==> src/rtl/tick_pkg.sv <==
package tick_pkg;
  localparam int unsigned DATA_W = 32;
  localparam logic [1:0] IDX_CTRL = 2'd0;
  localparam logic [1:0] IDX_RELOAD = 2'd1;
  localparam logic [1:0] IDX_COUNT = 2'd2;
  localparam logic [1:0] IDX_CALIB = 2'd3;
  localparam int unsigned BIT_EN = 0;
  localparam int unsigned BIT_IE = 1;
  localparam int unsigned BIT_SRC = 2;
  localparam int unsigned BIT_FLAG = 16;
endpackage

==> src/rtl/tick_ref_sync.sv <==
module tick_ref_sync #(
  parameter int unsigned STAGES = 2
) (
  input  logic clk_i,
  input  logic rst_ni,
  input  logic ref_i,
  output logic rise_o
);
  logic [STAGES-1:0] sync_q;
  logic prev_q;

  always_ff @(posedge clk_i or negedge rst_ni) begin
    if (!rst_ni) begin
      sync_q <= '0;
      prev_q <= 1'b0;
    end else begin
      sync_q <= {sync_q[STAGES-2:0], ref_i};
      prev_q <= sync_q[STAGES-1];
    end
  end

  assign rise_o = sync_q[STAGES-1] & ~prev_q;

  AST_RISE_SINGLE: assert property (@(posedge clk_i) disable iff (!rst_ni)
    rise_o |=> !rise_o);
endmodule

==> src/rtl/tick_core.sv <==
module tick_core #(
  parameter int unsigned CNT_W = 24
) (
  input  logic             clk_i,
  input  logic             rst_ni,
  input  logic             step_i,
  input  logic             irq_en_i,
  input  logic [CNT_W-1:0] reload_i,
  input  logic             cnt_clr_i,
  input  logic             flag_rd_i,
  output logic [CNT_W-1:0] cnt_o,
  output logic             flag_o,
  output logic             irq_o
);
  localparam logic [CNT_W-1:0] ONE = CNT_W'(1);

  logic [CNT_W-1:0] cnt_q;
  logic flag_q, irq_q, wrap;

  assign wrap = step_i & (cnt_q == ONE) & ~cnt_clr_i;

  always_ff @(posedge clk_i or negedge rst_ni) begin
    if (!rst_ni) begin
      cnt_q  <= '0;
      flag_q <= 1'b0;
      irq_q  <= 1'b0;
    end else begin
      irq_q <= wrap & irq_en_i;
      if (cnt_clr_i) cnt_q <= '0;
      else if (step_i) cnt_q <= (cnt_q == '0) ? reload_i : cnt_q - ONE;
      // set wins over read-clear in the same cycle
      if (cnt_clr_i) flag_q <= 1'b0;
      else if (wrap) flag_q <= 1'b1;
      else if (flag_rd_i) flag_q <= 1'b0;
    end
  end

  assign cnt_o  = cnt_q;
  assign flag_o = flag_q;
  assign irq_o  = irq_q;

  AST_CLR_ZEROES: assert property (@(posedge clk_i) disable iff (!rst_ni)
    cnt_clr_i |=> (cnt_q == '0 && !flag_q));
  AST_WRAP_SETS_FLAG: assert property (@(posedge clk_i) disable iff (!rst_ni)
    (step_i && cnt_q == ONE && !cnt_clr_i) |=> (flag_q && cnt_q == '0));
  AST_IRQ_PULSE: assert property (@(posedge clk_i) disable iff (!rst_ni)
    irq_o |=> !irq_o);
  AST_IRQ_NEEDS_IE: assert property (@(posedge clk_i) disable iff (!rst_ni)
    irq_o |-> $past(irq_en_i));
  AST_ZERO_RELOAD_HOLD: assert property (@(posedge clk_i) disable iff (!rst_ni)
    (step_i && cnt_q == '0 && reload_i == '0 && !cnt_clr_i) |=> (cnt_q == '0 && !irq_o));
  AST_IDLE_HOLD: assert property (@(posedge clk_i) disable iff (!rst_ni)
    (!step_i && !cnt_clr_i) |=> $stable(cnt_q));
endmodule

==> src/rtl/sys_tick_timer.sv <==
module sys_tick_timer
  import tick_pkg::*;
#(
  parameter int unsigned CNT_W       = 24,
  parameter int unsigned SYNC_STAGES = 2,
  parameter logic        CAL_NOREF   = 1'b0,
  parameter logic        CAL_SKEW    = 1'b1,
  parameter logic [23:0] CAL_TENMS   = 24'd499999
) (
  input  logic        clk_i,
  input  logic        rst_ni,
  input  logic        ref_tick_i,
  input  logic        bus_sel_i,
  input  logic        bus_we_i,
  input  logic [3:0]  bus_addr_i,
  input  logic [31:0] bus_wdata_i,
  output logic [31:0] bus_rdata_o,
  output logic        tick_irq_o
);
  localparam int unsigned PAD_W = DATA_W - CNT_W;

  logic [1:0] idx;
  logic wr, rd;
  logic en_q, ie_q, src_q;
  logic [CNT_W-1:0] reload_q, cnt;
  logic ref_rise, step, flag;
  logic [DATA_W-1:0] calib;
  logic unused_bits;

  assign idx = bus_addr_i[3:2];
  assign wr  = bus_sel_i & bus_we_i;
  assign rd  = bus_sel_i & ~bus_we_i;
  assign unused_bits = ^{bus_addr_i[1:0], bus_wdata_i[DATA_W-1:CNT_W]};

  always_ff @(posedge clk_i or negedge rst_ni) begin
    if (!rst_ni) begin
      en_q     <= 1'b0;
      ie_q     <= 1'b0;
      src_q    <= 1'b0;
      reload_q <= '0;
    end else if (wr) begin
      if (idx == IDX_CTRL) begin
        en_q  <= bus_wdata_i[BIT_EN];
        ie_q  <= bus_wdata_i[BIT_IE];
        src_q <= bus_wdata_i[BIT_SRC];
      end
      if (idx == IDX_RELOAD) reload_q <= bus_wdata_i[CNT_W-1:0];
    end
  end

  tick_ref_sync #(.STAGES(SYNC_STAGES)) u_ref_sync (
    .clk_i  (clk_i),
    .rst_ni (rst_ni),
    .ref_i  (ref_tick_i),
    .rise_o (ref_rise)
  );

  assign step = en_q & (src_q | ref_rise);

  tick_core #(.CNT_W(CNT_W)) u_core (
    .clk_i     (clk_i),
    .rst_ni    (rst_ni),
    .step_i    (step),
    .irq_en_i  (ie_q),
    .reload_i  (reload_q),
    .cnt_clr_i (wr && idx == IDX_COUNT),
    .flag_rd_i (rd && idx == IDX_CTRL),
    .cnt_o     (cnt),
    .flag_o    (flag),
    .irq_o     (tick_irq_o)
  );

  assign calib = {CAL_NOREF, CAL_SKEW, {(DATA_W-26){1'b0}}, CAL_TENMS};

  always_comb begin
    bus_rdata_o = '0;
    if (rd) begin
      unique case (idx)
        IDX_CTRL: begin
          bus_rdata_o[BIT_EN]   = en_q;
          bus_rdata_o[BIT_IE]   = ie_q;
          bus_rdata_o[BIT_SRC]  = src_q;
          bus_rdata_o[BIT_FLAG] = flag;
        end
        IDX_RELOAD: bus_rdata_o = {{PAD_W{1'b0}}, reload_q};
        IDX_COUNT:  bus_rdata_o = {{PAD_W{1'b0}}, cnt};
        default:    bus_rdata_o = calib;
      endcase
    end
  end

  AST_RELOAD_WRITE: assert property (@(posedge clk_i) disable iff (!rst_ni)
    (wr && idx == IDX_RELOAD) |=> (reload_q == $past(bus_wdata_i[CNT_W-1:0])));
  AST_CTRL_WRITE_KEEPS_FLAG: assert property (@(posedge clk_i) disable iff (!rst_ni)
    (wr && idx == IDX_CTRL && flag) |=> flag);
endmodule

==> config.mk <==
export PLATFORM = sky130hd
export DESIGN_NAME = sys_tick_timer
export DESIGN_NICKNAME = d
export VERILOG_FILES = /design/src/rtl/tick_pkg.sv /design/src/rtl/tick_ref_sync.sv /design/src/rtl/tick_core.sv /design/src/rtl/sys_tick_timer.sv
export SDC_FILE = /design/constraint.sdc
export NUM_CORES = 1
export LEC_CHECK = 0
export BUFFER_PORTS_ARGS = -buffer_cell sky130_fd_sc_hd__buf_4
export CORE_MARGIN = 1.5
export CORE_UTILIZATION = 59
export DETAILED_ROUTE_END_ITERATION = 10
export GPL_TIMING_DRIVEN = 0
export PLACE_DENSITY = 0.86
export SLEW_MARGIN = 25
export SYNTH_ARGS = -nofsm -noshare
export SYNTH_HDL_FRONTEND = slang
export SYNTH_SLANG_ARGS = --single-unit
export TNS_END_PERCENT = 10
==> constraint.sdc <==
create_clock -name clk_i -period 4.9 [get_ports clk_i]
set_clock_uncertainty 0.2 [all_clocks]
set_input_delay 0.245 -clock clk_i [delete_from_list [all_inputs] [get_ports clk_i]]
set_output_delay 0.245 -clock clk_i [all_outputs]
set_load 0.01 [all_outputs]
-- Word level (Yosys, flattened, before mapping)
Index checks and enable logic that the tools add are counted.
- order comparisons: 0
- reduce and logical (&&, ||, !) cells: 8
- div/mod/pow operators: 0
- multiplexer cells: 11
- shift operators: 0
- eq/ne operators: 3
- $add $sub $neg: 1
- multipliers: 0
- bitwise gates (word level): 11
- operators with widths (operator ; number):
    $mux W24 ; 3
    $pmux W14 S3 ; 1
    $pmux W13 S3 ; 1
    $mux W31 ; 1
    $eq A24 B1 Y1 const B ; 1
    $logic_not A24 Y1 ; 1
    $sub A24 B1 Y24 const B ; 1
    $pmux W3 S3 ; 1
    $and A1 B1 Y1 ; 7
    $reduce_and A2 Y1 ; 2
    $mux W1 ; 3
    $not A1 Y1 ; 3
    $pmux W1 S3 ; 1
    $reduce_bool A3 Y1 ; 1
    $eq A2 B1 Y1 const B ; 1
    $eq A2 B2 Y1 const B ; 1
    $logic_and A1 B1 Y1 ; 2
    $logic_not A2 Y1 ; 1
    $reduce_bool A2 Y1 ; 1
    $or A1 B1 Y1 ; 1
- output and inout bits: 33
- bits in latches: 0
- memory bits (writable): 0
- bits in read-only memories: 0
- logic and storage cells: 43
- memories: 0
- register bits after elaboration: 56
- input port bits: 41

-- Longest topological paths before layout
- word-level depth: 8
- mapped depth: 9
- depth with buffers taken out: 7

-- Cells and area by module
From an unflattened synthesis, not the netlist that was laid out.
- cell total of the unflattened synthesis: 366
- area, all modules: 3619.7 um^2
- by module, submodules not included (module ; instances ; cells an instance ; area each (um^2) ; seq. area each (um^2)):
    tick_core ; 1 ; 209 ; 1814.2 ; 650.6
    sys_tick_timer ; 1 ; 153 ; 1716.6 ; 675.6
    tick_ref_sync ; 1 ; 4 ; 88.8 ; 75.1

-- Worst setup path after synthesis
Ideal clock, no wire load.
- path type: register -> register
- start point: register u_core.cnt_q[0] (netlist: u_core.cnt_o[0])
- end point: register u_core.cnt_q[20] (netlist: u_core.cnt_o[20])
- stages on the path, launching flop included: 8
- setup slack: 2449 ps
- data arrival time: 2126 ps
- buffers on the path: 0
- library setup time: 125 ps
- period minus slack after synthesis: 2451 ps
- data required time: 4575 ps
- cell sequence: dfrtp_1 > inv_1 > ha_1 > nor3b_1 > nand4_1 > or4_1 > a21oi_1 > o21ai_1
- cells in the longest elaborated chain, start to end: 4
- elaborated cells on any way between the ends: 5
- those cells by class: 1 x add/sub; 3 x mux; 1 x reduce/logical
- ends and longest elaborated chain (item ; RTL line ; source):
    start: declaration ; tick_core.sv:17 ; logic [CNT_W-1:0] cnt_q;
    start signal: assignment ; tick_core.sv:30 ; else if (step_i) cnt_q <= (cnt_q == '0) ? reload_i : cnt_q - ONE;
    $sub A24 B1 Y24 / $logic_not A24 Y1 (equally long branches) ; tick_core.sv:30 ;
    $mux W24 (*) (2 in a row) ; tick_core.sv:30 ;
    $mux W24 (*) ; tick_core.sv:29 ; if (cnt_clr_i) cnt_q <= '0;
Every way passes the cells marked *; elsewhere a longest branch is shown, timed or not. The select of a mux whose other input is x is not followed.
A chain may end at the register's enable or synchronous reset.

-- Worst setup path in the final report
- start point: register u_core.cnt_q[1] (netlist: u_core.cnt_o[1])
- end point: register u_core.cnt_q[20] (netlist: u_core.cnt_o[20])
Same word-level chain as after synthesis.

==> results by group <==
Floorplanning
  – Top Ports: 74
  – Chip Height: 78.7 um
  – Die width: 78.7 um
  – Placeable core area: approximately 5500 sq um
  – Starting Density: roughly three fifths
  – Die area: between 6000 and 7000 sq um
  – # rows: 27

Timing
  – Tightest Pin Transition: approximately 0.88 ns
  – Setup_tns: 0 ns
  – Slew Limit Fails: 0
  – Tmin final: 3.09 ns
  – Headroom to the max-slew limit: 40.9%
  – Final Cycle Share: between 60 and 70%
  – # setup viols final: 0
  – RSZ-0062 raised after global routing: false
  – Hold Vio Cnt, Final: 0
  – Max Fclk: 324 MHz

Setup path
  – Critical Path AT: 3.09 ns
  – Crit Path Category: register to register
  – R2r startpoint: u_core.cnt_o[1]
  – Kind of end point of the critical path: register
  – Reg2reg setup slack: 1.81 ns
  – R2R Path End: u_core.cnt_o[20]
  – Nature of the critical path startpoint: register
  – Crit Path Max Fanout: 8
  – R2R cell count: 7
  – Req. time, crit path: 4.90 ns

Clocking
  – Htree depth: 2
  – Clock buffer depth: 2
  – Worst-path clk slew: 0.10 ns
  – CTS tree: done
  – CTS Buf Count: 5
  – CTS Root Cell: clkbuf_8
  – Post-cts sizing count: 0
  – Setup bufs post-CTS: 0
  – Clock Sink Count: 56
  – Worst-skew pair later-pin latency: 0.31 ns

Flow run
  – Max cap viols: 0

Drt
  – Total number of vias: 3508
  – Starting DRC count in detailed routing: 350
  – Pre-antenna DRT Iters: 5
  – WL final: approximately 11000 um
  – Routed length per instance: 20.2 um
  – DR DRC count: 0
  – Final ANT Viol Nets: 0
  – Vias per cell: 6.59

Hold path
  – Hold Crit Endpoint: u_core.flag_o
  – Critical hold path startpoint: bus_sel_i
  – HP Class: input port to register
  – Hold Path Stages: 4

Yosys
  – Synth unique cells: 52
  – Synth area leaders: dfrtp_1, mux2_2, a21oi_1, o21ai_0, nor2_1
  – Synthesized flop and latch total: 56
  – Post-Syn Area: roughly 3400 sq um
  – Synth Area per Inst: 9.27 sq um
  – Area leader, netlist: dfrtp_1
  – Ys async rst share: 100%
  – Area share of the leading cell type in the synthesized netlist: 41.4%
  – Synth warn: 0
  – Number of flops mapped to enable cells by yosys: 0
  – Seq/Total Area, Yosys: 41.4%
  – Cell count after synthesis: 365
  – Main synth FF type: dfrtp_1

Global routing
  – GRT Overall Usage: 36.7%
  – Total grt overflow: 0
  – First-pass GRT wire length: 17300 um
  – Initial antenna violation count: 0
  – Number of global-route vias before repair: about 3.5k
  – Largest net degree at the start of global routing: 57

Power and ir drop
  – Seq pwr share: 40.9%
  – Peak supply drop: 0.214 mV
  – NetSw: between 0.0007 and 0.0008 W
  – Pwr dens: 423 nW/um^2
  – Leak pwr: around 1.8 nW
  – Total power: about 0.0018 W
  – Internal power: 0.00101 W
  – Sw Share: about 44%
  – Combinational Power Share: between 40 and 50%
  – Clock power share: 15.0%

Placed design
  – GPL Wtd Cong: ~0.94
  – Dpl hpwl: approximately 7300 um
  – Dpl cells: 498
  – Port bufs: 55

Final layout
  – Syn-to-layout area delta: 26.0%
  – ANT cells: 0
  – Final core utilization: 77.4%
  – Non-Filler Instances: around 530
  – Share of post-route cells with drive strength above 1: roughly a quarter
  – Nets: 503

Outcome
  – Status: completed
[cell usage after synthesis (all sizes together) (2+ instances only)]
| cell type | instances |
|---|---|
| a21o | 2 |
| buf | 14 |
| a32oi | 2 |
| a21oi | 32 |
| inv | 8 |
| or3 | 4 |
| a211oi | 3 |
| nor2b | 3 |
| dfrtp | 56 |
| o21ai | 27 |
| nand3 | 8 |
| nand4 | 4 |
| mux2 | 29 |
| mux2i | 6 |
| o31ai | 7 |
| nor3 | 9 |
| nand2 | 26 |
| nand4b | 2 |
| o211ai | 3 |
| nand2b | 5 |
| and3 | 3 |
| o31a | 2 |
| o41ai | 2 |
| clkbuf | 17 |
| nor4 | 9 |
| a22oi | 13 |
| or4 | 4 |
| o2bb2ai | 5 |
| ha | 3 |
| a31oi | 2 |
| nor2 | 32 |
| o22ai | 11 |
[per-layer routing]
metal / part of all wire [%] / vias to the layer above / global-route usage [%]
li1: - / 1544 / -
met1: 38 / 1657 / 47.2
met2: 47 / 254 / 58.9
met3: 10 / 53 / 7.93
met4: 4.4 / 0 / 17.7
met5: 0 / - / 0
[flip-flops by register name, summed over array words and instances, names as in the netlist]
| name | cells |
|---|---|
| reload_q | 24 |
| u_ref_sync.sync_q | 2 |
| u_core.cnt_o | 24 |
| ie_q | 1 |
| en_q | 1 |
| src_q | 1 |
| u_core.flag_o | 1 |
| u_ref_sync.prev_q | 1 |
| u_core.irq_o | 1 |
[power by group through the flow]
stage               logic [W]  registers (W)  clock network (W)
floorplan            0.000554       0.000686                  0
global placement     0.000731       0.000729                  0
detailed placement   0.000752       0.000737                  0
CTS                  0.000772       0.000728           0.000273
global route         0.000875       0.000753           0.000288
finish               0.000797       0.000738           0.000270
[through the flow]
stage / setup slack, ns / hold slack [ns] / area (sq um)
floorplan: 2.45 / -0.251 / 3410
global placement: 1.92 / 0.134 / 3910
detailed placement: 1.94 / 0.146 / 3910
CTS: 1.91 / 0.114 / 4260
global route: 1.62 / 0.146 / 4260
finish: 1.81 / 0.150 / 4260
[worst max path at each step]
stage,to,from
after global placement,u_core.cnt_o[20],u_core.cnt_o[0]
after detailed placement,u_core.cnt_o[20],u_core.cnt_o[0]
after floorplan,u_core.cnt_o[20],u_core.cnt_o[0]
final,u_core.cnt_o[20],u_core.cnt_o[1]
after global routing,u_core.cnt_o[20],u_core.cnt_o[0]
after CTS,u_core.cnt_o[20],u_core.cnt_o[0]
[cells by family after synthesis]
| kind of cell | after synthesis | share of synthesized area, % |
|---|---|---|
| AND/OR/NAND/NOR | 113 | 18.3 |
| adder cells (fa/ha/maj) | 3 | 1.11 |
| other | 1 | 0.111 |
| AO/OA/AOI/OAI | 117 | 21.7 |
| XOR/XNOR | 1 | 0.259 |
| flip-flops | 56 | 41.4 |
| multiplexers | 35 | 11.4 |
| buffers and inverters | 39 | 5.62 |
[repair_timing]
action	in CTS	in global routing
endpoints found under the hold margin	84	0
endpoints found under the setup margin	0	0
hold buffers	26	0
[final cells by class]
type                       count  area, sq um
buffer                        31          160
sequential                    56         1400
fill                         411         1240
multi-input combinational    276         1810
inverter                       8         30.0
clock buffer                   7         86.3
tap                           72         90.1
timing repair buffer          81          673
clock inverter                 1         7.51
[critical path, cell delays in order (launching register included)]
cell	delay (ns)
dfrtp_1	0.46
inv_1	0.16
ha_1	0.20
nor3b_1	0.73
nand4_1	0.47
or4_1	0.52
a21oi_1	0.16
o21ai_1	0.09
[placed cells by master (no fill, tap or decap), types with 3 or more instances in the layout]
cell type / n
buf_4: 63
dfrtp_1: 56
nor2_1: 32
a21oi_1: 32
mux2_2: 29
nand2_1: 26
dlygate4sd3_1: 26
o21ai_0: 25
clkbuf_1: 18
a22oi_1: 13
o22ai_1: 11
inv_1: 8
nor3_1: 8
nand3_1: 7
o31ai_1: 7
conb_1: 7
mux2i_1: 6
clkbuf_8: 6
nand2b_1: 5
buf_2: 5
nor4_1: 5
o2bb2ai_1: 5
or3_1: 4
nand4_1: 4
nor2b_1: 3
nor4_4: 3
and3_1: 3
o211ai_1: 3
or4_1: 3
a211oi_1: 3
ha_1: 3
(Power assumes the default switching activity.)
